<file path="src/rtl/wb_summer_pkg.sv">
package wb_summer_pkg;
  // Strobes from the lane control to the summing datapath
  typedef struct packed {
    logic selQ;      // add Q samples instead of I samples this cycle
    logic qualNext;  // qualifier to register alongside the sum
  } laneStrobe_t;
endpackage

</file>
<file path="src/rtl/wb_summer_ctrl.sv">
module wb_summer_ctrl
  import wb_summer_pkg::*;
(
  input  logic        clk,
  input  logic        rstN,
  input  logic        quadMode,
  input  logic        chainIn,
  input  logic        cascQual,
  output laneStrobe_t strobe,
  output logic        phase
);
  logic lane;

  // Local lane phase: 0 = I, toggles each quadrature clock, cleared in real mode
  always_ff @(posedge clk or negedge rstN) begin
    if (!rstN)          phase <= 1'b0;
    else if (!quadMode) phase <= 1'b0;
    else                phase <= ~phase;
  end

  always_comb begin
    lane            = chainIn ? cascQual : phase;
    strobe.selQ     = quadMode & lane;
    strobe.qualNext = quadMode & lane;
  end
endmodule

</file>
<file path="src/rtl/wb_summer_dp.sv">
module wb_summer_dp
  import wb_summer_pkg::*;
#(
  parameter int W   = 18,
  parameter int NCH = 4
) (
  input  logic              clk,
  input  logic              rstN,
  input  logic              outEn,
  input  laneStrobe_t       strobe,
  input  logic [W-1:0]      cascIn,
  input  logic [NCH*W-1:0]  chanI,
  input  logic [NCH*W-1:0]  chanQ,
  output logic [W-1:0]      wbOut,
  output logic              wbQual,
  output logic              qualR
);
  localparam int SW = W + $clog2(NCH + 1);
  localparam logic signed [SW-1:0] MAXV = {{(SW-W+1){1'b0}}, {(W-1){1'b1}}};
  localparam logic signed [SW-1:0] MINV = {{(SW-W+1){1'b1}}, {(W-1){1'b0}}};

  logic signed [W-1:0]  picked [NCH];
  logic signed [SW-1:0] acc;
  logic [W-1:0]         satSum;
  logic [W-1:0]         sumR;

  // Per-channel lane selection
  for (genvar g = 0; g < NCH; g++) begin : g_pick
    assign picked[g] = strobe.selQ ? $signed(chanQ[g*W +: W]) : $signed(chanI[g*W +: W]);
  end

  // Wide accumulation, then clamp to the bus range
  always_comb begin
    acc = SW'($signed(cascIn));
    for (int i = 0; i < NCH; i++) acc = acc + SW'(picked[i]);
    if (acc > MAXV)      satSum = MAXV[W-1:0];
    else if (acc < MINV) satSum = MINV[W-1:0];
    else                 satSum = acc[W-1:0];
  end

  always_ff @(posedge clk or negedge rstN) begin
    if (!rstN) begin
      sumR  <= '0;
      qualR <= 1'b0;
    end else begin
      sumR  <= satSum;
      qualR <= strobe.qualNext;
    end
  end

  // Disabled bus is modelled as zero
  assign wbOut  = outEn ? sumR  : '0;
  assign wbQual = outEn ? qualR : 1'b0;
endmodule

</file>
<file path="src/rtl/wb_summer.sv">
module wb_summer
  import wb_summer_pkg::*;
#(
  parameter int W   = 18,
  parameter int NCH = 4
) (
  input  logic             clk,
  input  logic             rstN,
  input  logic             quadMode,
  input  logic             chainIn,
  input  logic             outEn,
  input  logic [W-1:0]     cascIn,
  input  logic             cascQual,
  input  logic [NCH*W-1:0] chanI,
  input  logic [NCH*W-1:0] chanQ,
  output logic [W-1:0]     wbOut,
  output logic             wbQual
);
  laneStrobe_t strobe;
  logic        phase;
  logic        qualR;

  wb_summer_ctrl i_ctrl (
    .clk(clk), .rstN(rstN), .quadMode(quadMode), .chainIn(chainIn),
    .cascQual(cascQual), .strobe(strobe), .phase(phase)
  );

  wb_summer_dp #(.W(W), .NCH(NCH)) i_dp (
    .clk(clk), .rstN(rstN), .outEn(outEn), .strobe(strobe),
    .cascIn(cascIn), .chanI(chanI), .chanQ(chanQ),
    .wbOut(wbOut), .wbQual(wbQual), .qualR(qualR)
  );
endmodule

</file>
<file path="config.mk">
export PLATFORM = sky130hd
export DESIGN_NAME = wb_summer
export DESIGN_NICKNAME = d
export VERILOG_FILES = /design/src/rtl/wb_summer_pkg.sv /design/src/rtl/wb_summer_ctrl.sv /design/src/rtl/wb_summer_dp.sv /design/src/rtl/wb_summer.sv
export SDC_FILE = /design/constraint.sdc
export NUM_CORES = 1
export LEC_CHECK = 0
export BUFFER_PORTS_ARGS = -buffer_cell sky130_fd_sc_hd__buf_4
export CAP_MARGIN = 20
export CORE_MARGIN = 2
export CORE_UTILIZATION = 35
export CTS_CLUSTER_DIAMETER = 50
export DETAILED_ROUTE_END_ITERATION = 7
export GPL_TIMING_DRIVEN = 0
export PLACE_DENSITY = 0.6
export SYNTH_ARGS = -nofsm -noshare
export SYNTH_HDL_FRONTEND = slang
export SYNTH_SLANG_ARGS = --single-unit
</file>
<file path="constraint.sdc">
create_clock -name clk -period 12.25 [get_ports clk]
set_input_delay 1.225 -clock clk [delete_from_list [all_inputs] [get_ports clk]]
set_output_delay 1.225 -clock clk [all_outputs]
set_load 0.1 [all_outputs]
</file>
# --- Yosys cells after proc, flatten, opt, wreduce, memory -nomap -nowiden ---
# Index checks and enable logic that the tools add are counted.
totals:
  regBits: 20
  in_bits: 168
  output_inout_bits: 19
  elab_cells: 21
op_classes:
  addsub: 4
  magnitude_cmp: 2
  mux: 10
  bitwise_logic: 2
op_table:
  columns: ["cell", "count"]
  rows:
  - ["$mux W18", 7]
  - ["$add A21 B18 Y21", 2]
  - ["$gt A21 B18 Y1 const B", 1]
  - ["$lt A21 B18 Y1 const B", 1]
  - ["$add A19 B18 Y20", 1]
  - ["$add A18 B18 Y19", 1]
  - ["$mux W1", 3]
  - ["$and A1 B1 Y1", 1]
  - ["$not A1 Y1", 1]

# --- Logic depth before layout (Yosys ltp) ---
depth:
  depth_word: 10
  mapped_depth: 30
  ltp_nobuf: 27

# --- Hierarchy ---
# A second synthesis with hierarchy kept.
unflattened:
  cells_unflattened: 482
  hier_area_um2: 4295.4
by_module_without_submodules:
  columns: ["mod", "n_inst", "cells_per_inst", "area_per_inst_um2", "seq_area_each_um2"]
  rows:
  - ["wb_summer_dp", 1, 477, 4240.3, 475.5]
  - ["wb_summer_ctrl", 1, 5, 55.1, 25.0]

# --- Worst setup path before layout ---
# Ideal clock, no wire load.
synth_timing:
  kind: "input -> register"
  startpoint: "input chainIn"
  endpoint: "register i_dp.sumR[10]"
  setup_ns: 0.129
  t_arrival_ns: 7.253
  required_ns: 12.121
  slack_ns: 4.867
  cell_stages: 28
  n_path_buf: 2
  cell_sequence: "mux2_2 -> nand2_1 -> clkbuf_1 -> mux2i_1 -> fa_1 -> inv_1 -> ha_1 -> fa_1 -> a21o_1 -> a21o_1 -> a2111oi_0 -> o21ai_0 -> nand3_1 -> nand2b_1 -> a21oi_1 -> xor2_1 -> fa_1 -> inv_1 -> ha_1 -> and3_1 -> and2_1 -> o211ai_2 -> nand3b_1 -> a221oi_1 -> xnor2_1 -> o31ai_2 -> buf_4 -> a21boi_0"
synth_via:
  elab_chain_len: 10
  word_cells_on_any_way: 14
  classes_between: "4 x add/sub; 2 x order compare; 7 x mux; 1 x bitwise"
synth_lines:
  columns: ["item", "line_no", "rtl"]
  rows:
  - ["start, declared", "wb_summer.sv:10", "input logic chainIn,"]
  - ["$mux W1 (*)", "wb_summer_ctrl.sv:22", "lane = chainIn ? cascQual : phase;"]
  - ["$and A1 B1 Y1 (*)", "wb_summer_ctrl.sv:23", "strobe.selQ = quadMode & lane;"]
  - ["$mux W18", "wb_summer_dp.sv:29", "assign picked[g] = strobe.selQ ? $signed(chanQ[g*W +: W]) : $signed(chanI[g*W +: W]);"]
  - ["$add A18 B18 Y19", "wb_summer_dp.sv:35", "for (int i = 0; i < NCH; i++) acc = acc + SW'(picked[i]);"]
  - ["$add A19 B18 Y20", "wb_summer_dp.sv:35", null]
  - ["$add A21 B18 Y21", "wb_summer_dp.sv:35", null]
  - ["$add A21 B18 Y21 (*)", "wb_summer_dp.sv:35", null]
  - ["$lt A21 B18 Y1", "wb_summer_dp.sv:37", "else if (acc < MINV) satSum = MINV[W-1:0];"]
  - ["$mux W18", "wb_summer_dp.sv:37", null]
  - ["$mux W18 (*)", "wb_summer_dp.sv:36", "if (acc > MAXV) satSum = MAXV[W-1:0];"]
  - ["named net i_dp.satSum[10]", "wb_summer_dp.sv:24", "logic [W-1:0] satSum;"]
  - ["end signal, assigned", "wb_summer_dp.sv:46", "sumR <= satSum;"]
  - ["end, declared", "wb_summer_dp.sv:25", "logic [W-1:0] sumR;"]
# Mark *: on every way through the listed nets, which the timed path passes. The rest lies on a longest branch.

# --- Worst setup path after layout ---
layout_timing:
  startpoint: "input chainIn"
  endpoint: "register i_dp.sumR[11]"
# Same word-level chain as after synthesis.

==> results.sh <==
export IMPL_status="finished, final reports clean"
export IMPL_rrSetupSlack_ns=4.45
export IMPL_syn_nets=764
export IMPL_drc=0
export IMPL_overflow=0
export IMPL_cp_end_kind="flop"
export IMPL_cts_made_buffers=3
export IMPL_wl_per_cell_um=14.2
export IMPL_area_delta_synth_final_pct=38.7
export IMPL_clockBufferDepth=2
export IMPL_cp_startpoint="chainIn"
export IMPL_min_delay_start="i_ctrl.phase$_DFF_PN0_"
export IMPL_crit_end="i_dp.sumR[11]$_DFF_PN0_"
export IMPL_cts_root_buf="clkbuf_16"
export IMPL_setup_viol_count_final=0
export IMPL_first_pass_iters=4
export IMPL_synth_top_area_share_pct=18.6
export IMPL_place_inst=852
export IMPL_start_util_pct=35.9
export IMPL_rr_endpoint="i_dp.sumR[11]$_DFF_PN0_"
export IMPL_cts_tree="yes"
export IMPL_rsz0062_at_grt="no"
export IMPL_fmax_mhz=117
export IMPL_htree_levels=1
export IMPL_max_vdd_ir_drop_v=0.000160
export IMPL_worst_path_stages=29
export IMPL_synth_most_common_cell="nand2_1"
export IMPL_synth_area_um2=4310
export IMPL_holdWs_ns=0.429
export IMPL_ys_warn_count=0
export IMPL_fin_nets=955
export IMPL_ant_nets=0
export IMPL_cpMostUsedCell="fa_1"
export IMPL_critPathKind="in -> reg"
export IMPL_synth_async_reset_ratio_pct=100
export IMPL_io_pins=187
export IMPL_max_slew_margin_pct=36.3
export IMPL_ys_ff_latch=20
export IMPL_synthFlopType="dfrtp_1"
export IMPL_yosysTopAreaCell="fa_1"
export IMPL_viasPerCell=4.90
export IMPL_synth_distinct_cells=56
export IMPL_post_route_period_util_pct=69.7
export IMPL_yosysSeqAreaShare_pct=11.6
export IMPL_fp_dieArea_um2=13200
export IMPL_grt_antenna_before_repair=0
export IMPL_path_delay_family="compound AO/OA/AOI/OAI gates"
export IMPL_p_per_area_nw_per_um2=291
export IMPL_groute_usage_overall_pct=18.8
export IMPL_crit_path_start_kind="primary input"
export IMPL_skew_ns=0.00184
export IMPL_postCtsSetupRepairBufs=0
export IMPL_max_stage_delay_ns=0.74
export IMPL_worst_hold_path_type="reg -> reg"
export IMPL_worstMarginPinSlew_ns=0.955
export IMPL_hold_violations=0
export IMPL_synth_area_leaders="fa_1 (19%), dfrtp_1 (12%), ha_1 (11%)"
export IMPL_instances_no_fill=856
export IMPL_critPathSlowestCell="clkbuf_1"
export IMPL_dpl_worst_slack_ns=3.49
export IMPL_drive_gt1_share_pct=29.9
export IMPL_p_leak_nw=3.35
export IMPL_portBuffers=186
export IMPL_cts_resized=0
export IMPL_crit_required_ns=12.39
export IMPL_cts_hold_buf=0
export IMPL_grt_max_degree=21
export IMPL_crit_buf_inv=5
export IMPL_routabilityCongestion=0.837
export IMPL_clk_pin_slew_ns=0.05
export IMPL_timing_rr_start="i_ctrl.phase$_DFF_PN0_"
export IMPL_core_area_um2=12000
export IMPL_vias=4195
export IMPL_grt_pass1_vias=4366
export IMPL_drt_iter0_markers=103
export IMPL_ys_top_cells_by_count="nand2_1 (105), inv_1 (58), mux2i_1 (42)"
export IMPL_die_y_um=115
export IMPL_synth_edf_count=0
export IMPL_worstSkewPairLatency_ns=0.25
export IMPL_arrival_ns=8.68
export IMPL_wl_um=12200
export IMPL_diodes=0
export IMPL_path_max_fanout=10
export IMPL_drv_slew=0
export IMPL_syn_inst=519
export IMPL_finalSetupTns_ns=0
export IMPL_grt_pass1_wl_um=20000
export IMPL_die_width_um=115
export IMPL_hpwl_um=10900
export IMPL_fin_ws_ns=3.71
export IMPL_syn_area_per_cell_um2=8.31
export IMPL_max_cap_violations=0
export IMPL_clock_sinks=20
export IMPL_min_period_ns=8.54
export IMPL_reg2reg_depth=28
export IMPL_rows=40
cell type report:
cell class,count,area [um^2]
Buffer,19,92.6
Clock buffer,4,88.8
Fill cell,1180,6030
Inverter,58,218
Multi-Input combinational cell,422,3500
Sequential cell,20,500
Tap cell,147,184
Timing Repair Buffer,186,1400
cells by family after synthesis:
logic type / count (synthesis) / share of synthesized area (%)
simple gates: 170 / 17.7
compound gates: 100 / 17.5
buf+inv: 77 / 7.19
fa+ha+maj: 77 / 29.3
mux: 43 / 10.0
xor+xnor: 32 / 6.67
flops: 20 / 11.6
worst min path at each step:
| stage | depth (start not counted) | end | slack [ns] |
|---|---|---|---|
| after floorplan | 1 | i_ctrl.phase$_DFF_PN0_ | 0.40 |
| after global placement | 1 | i_ctrl.phase$_DFF_PN0_ | 0.41 |
| after detailed placement | 1 | i_ctrl.phase$_DFF_PN0_ | 0.43 |
| after global routing | 1 | i_ctrl.phase$_DFF_PN0_ | 0.45 |
| after CTS | 1 | i_ctrl.phase$_DFF_PN0_ | 0.44 |
| final | 1 | i_ctrl.phase$_DFF_PN0_ | 0.43 |
state kept, by name, indices dropped and copies added, names as in the netlist:
signal and count:
i_dp.qualR 1, i_ctrl.phase 1, i_dp.sumR 18
through the flow:
step | power [mW] | util, % | area (um^2)
2_1_floorplan | 1.35 | - | 4310
3_3_place_gp | 1.64 | 49.1 | 5890
3_5_place_dp | 1.67 | 49.1 | 5890
4_1_cts | 1.76 | 49.8 | 5980
5_1_grt | 1.93 | 49.8 | 5980
6_report | 1.74 | 49.8 | 5980
where the power goes:
part / switching, mW / internal, mW / leakage, nW
clock network: 0.0217 / 0.0496 / 0.0442
logic: 0.879 / 0.664 / 3.06
registers: 0.00827 / 0.119 / 0.243
total: 0.909 / 0.833 / 3.35
metal layers:
layer  up-vias  global-route usage (%)  wire length [um]
met5         -                       0                 0
met4         0                    4.26               255
met3        18                    1.63               677
li1       2110                       -                 -
met1      1916                    23.6              5240
met2       151                    34.8              5990
cell usage in the layout, fill, tap and decap left out, types with 2 or more instances in the layout:
cell type  count
ha_1          37
a211oi_1       2
dfrtp_1       20
a21oi_1       17
nor2_1        13
buf_4        187
o21ai_1        2
and3_1         4
buf_6          2
fa_1          40
a31oi_1        5
xor2_1        13
clkbuf_1      13
a21boi_2       4
and2_1        22
a22o_1         2
mux2i_1       42
o21a_1         6
a21o_1        17
a21boi_0       9
nand3_1        5
nand2_1      105
inv_1         58
a2111oi_0      2
o21ai_0       12
o211ai_1       3
nor3_1         7
nand2b_1       3
o21bai_1       3
nor2b_1        4
xnor2_1       18
nand3b_1       2
clkbuf_16      3
o31ai_1        3
Power figures use the tool's default switching activity.
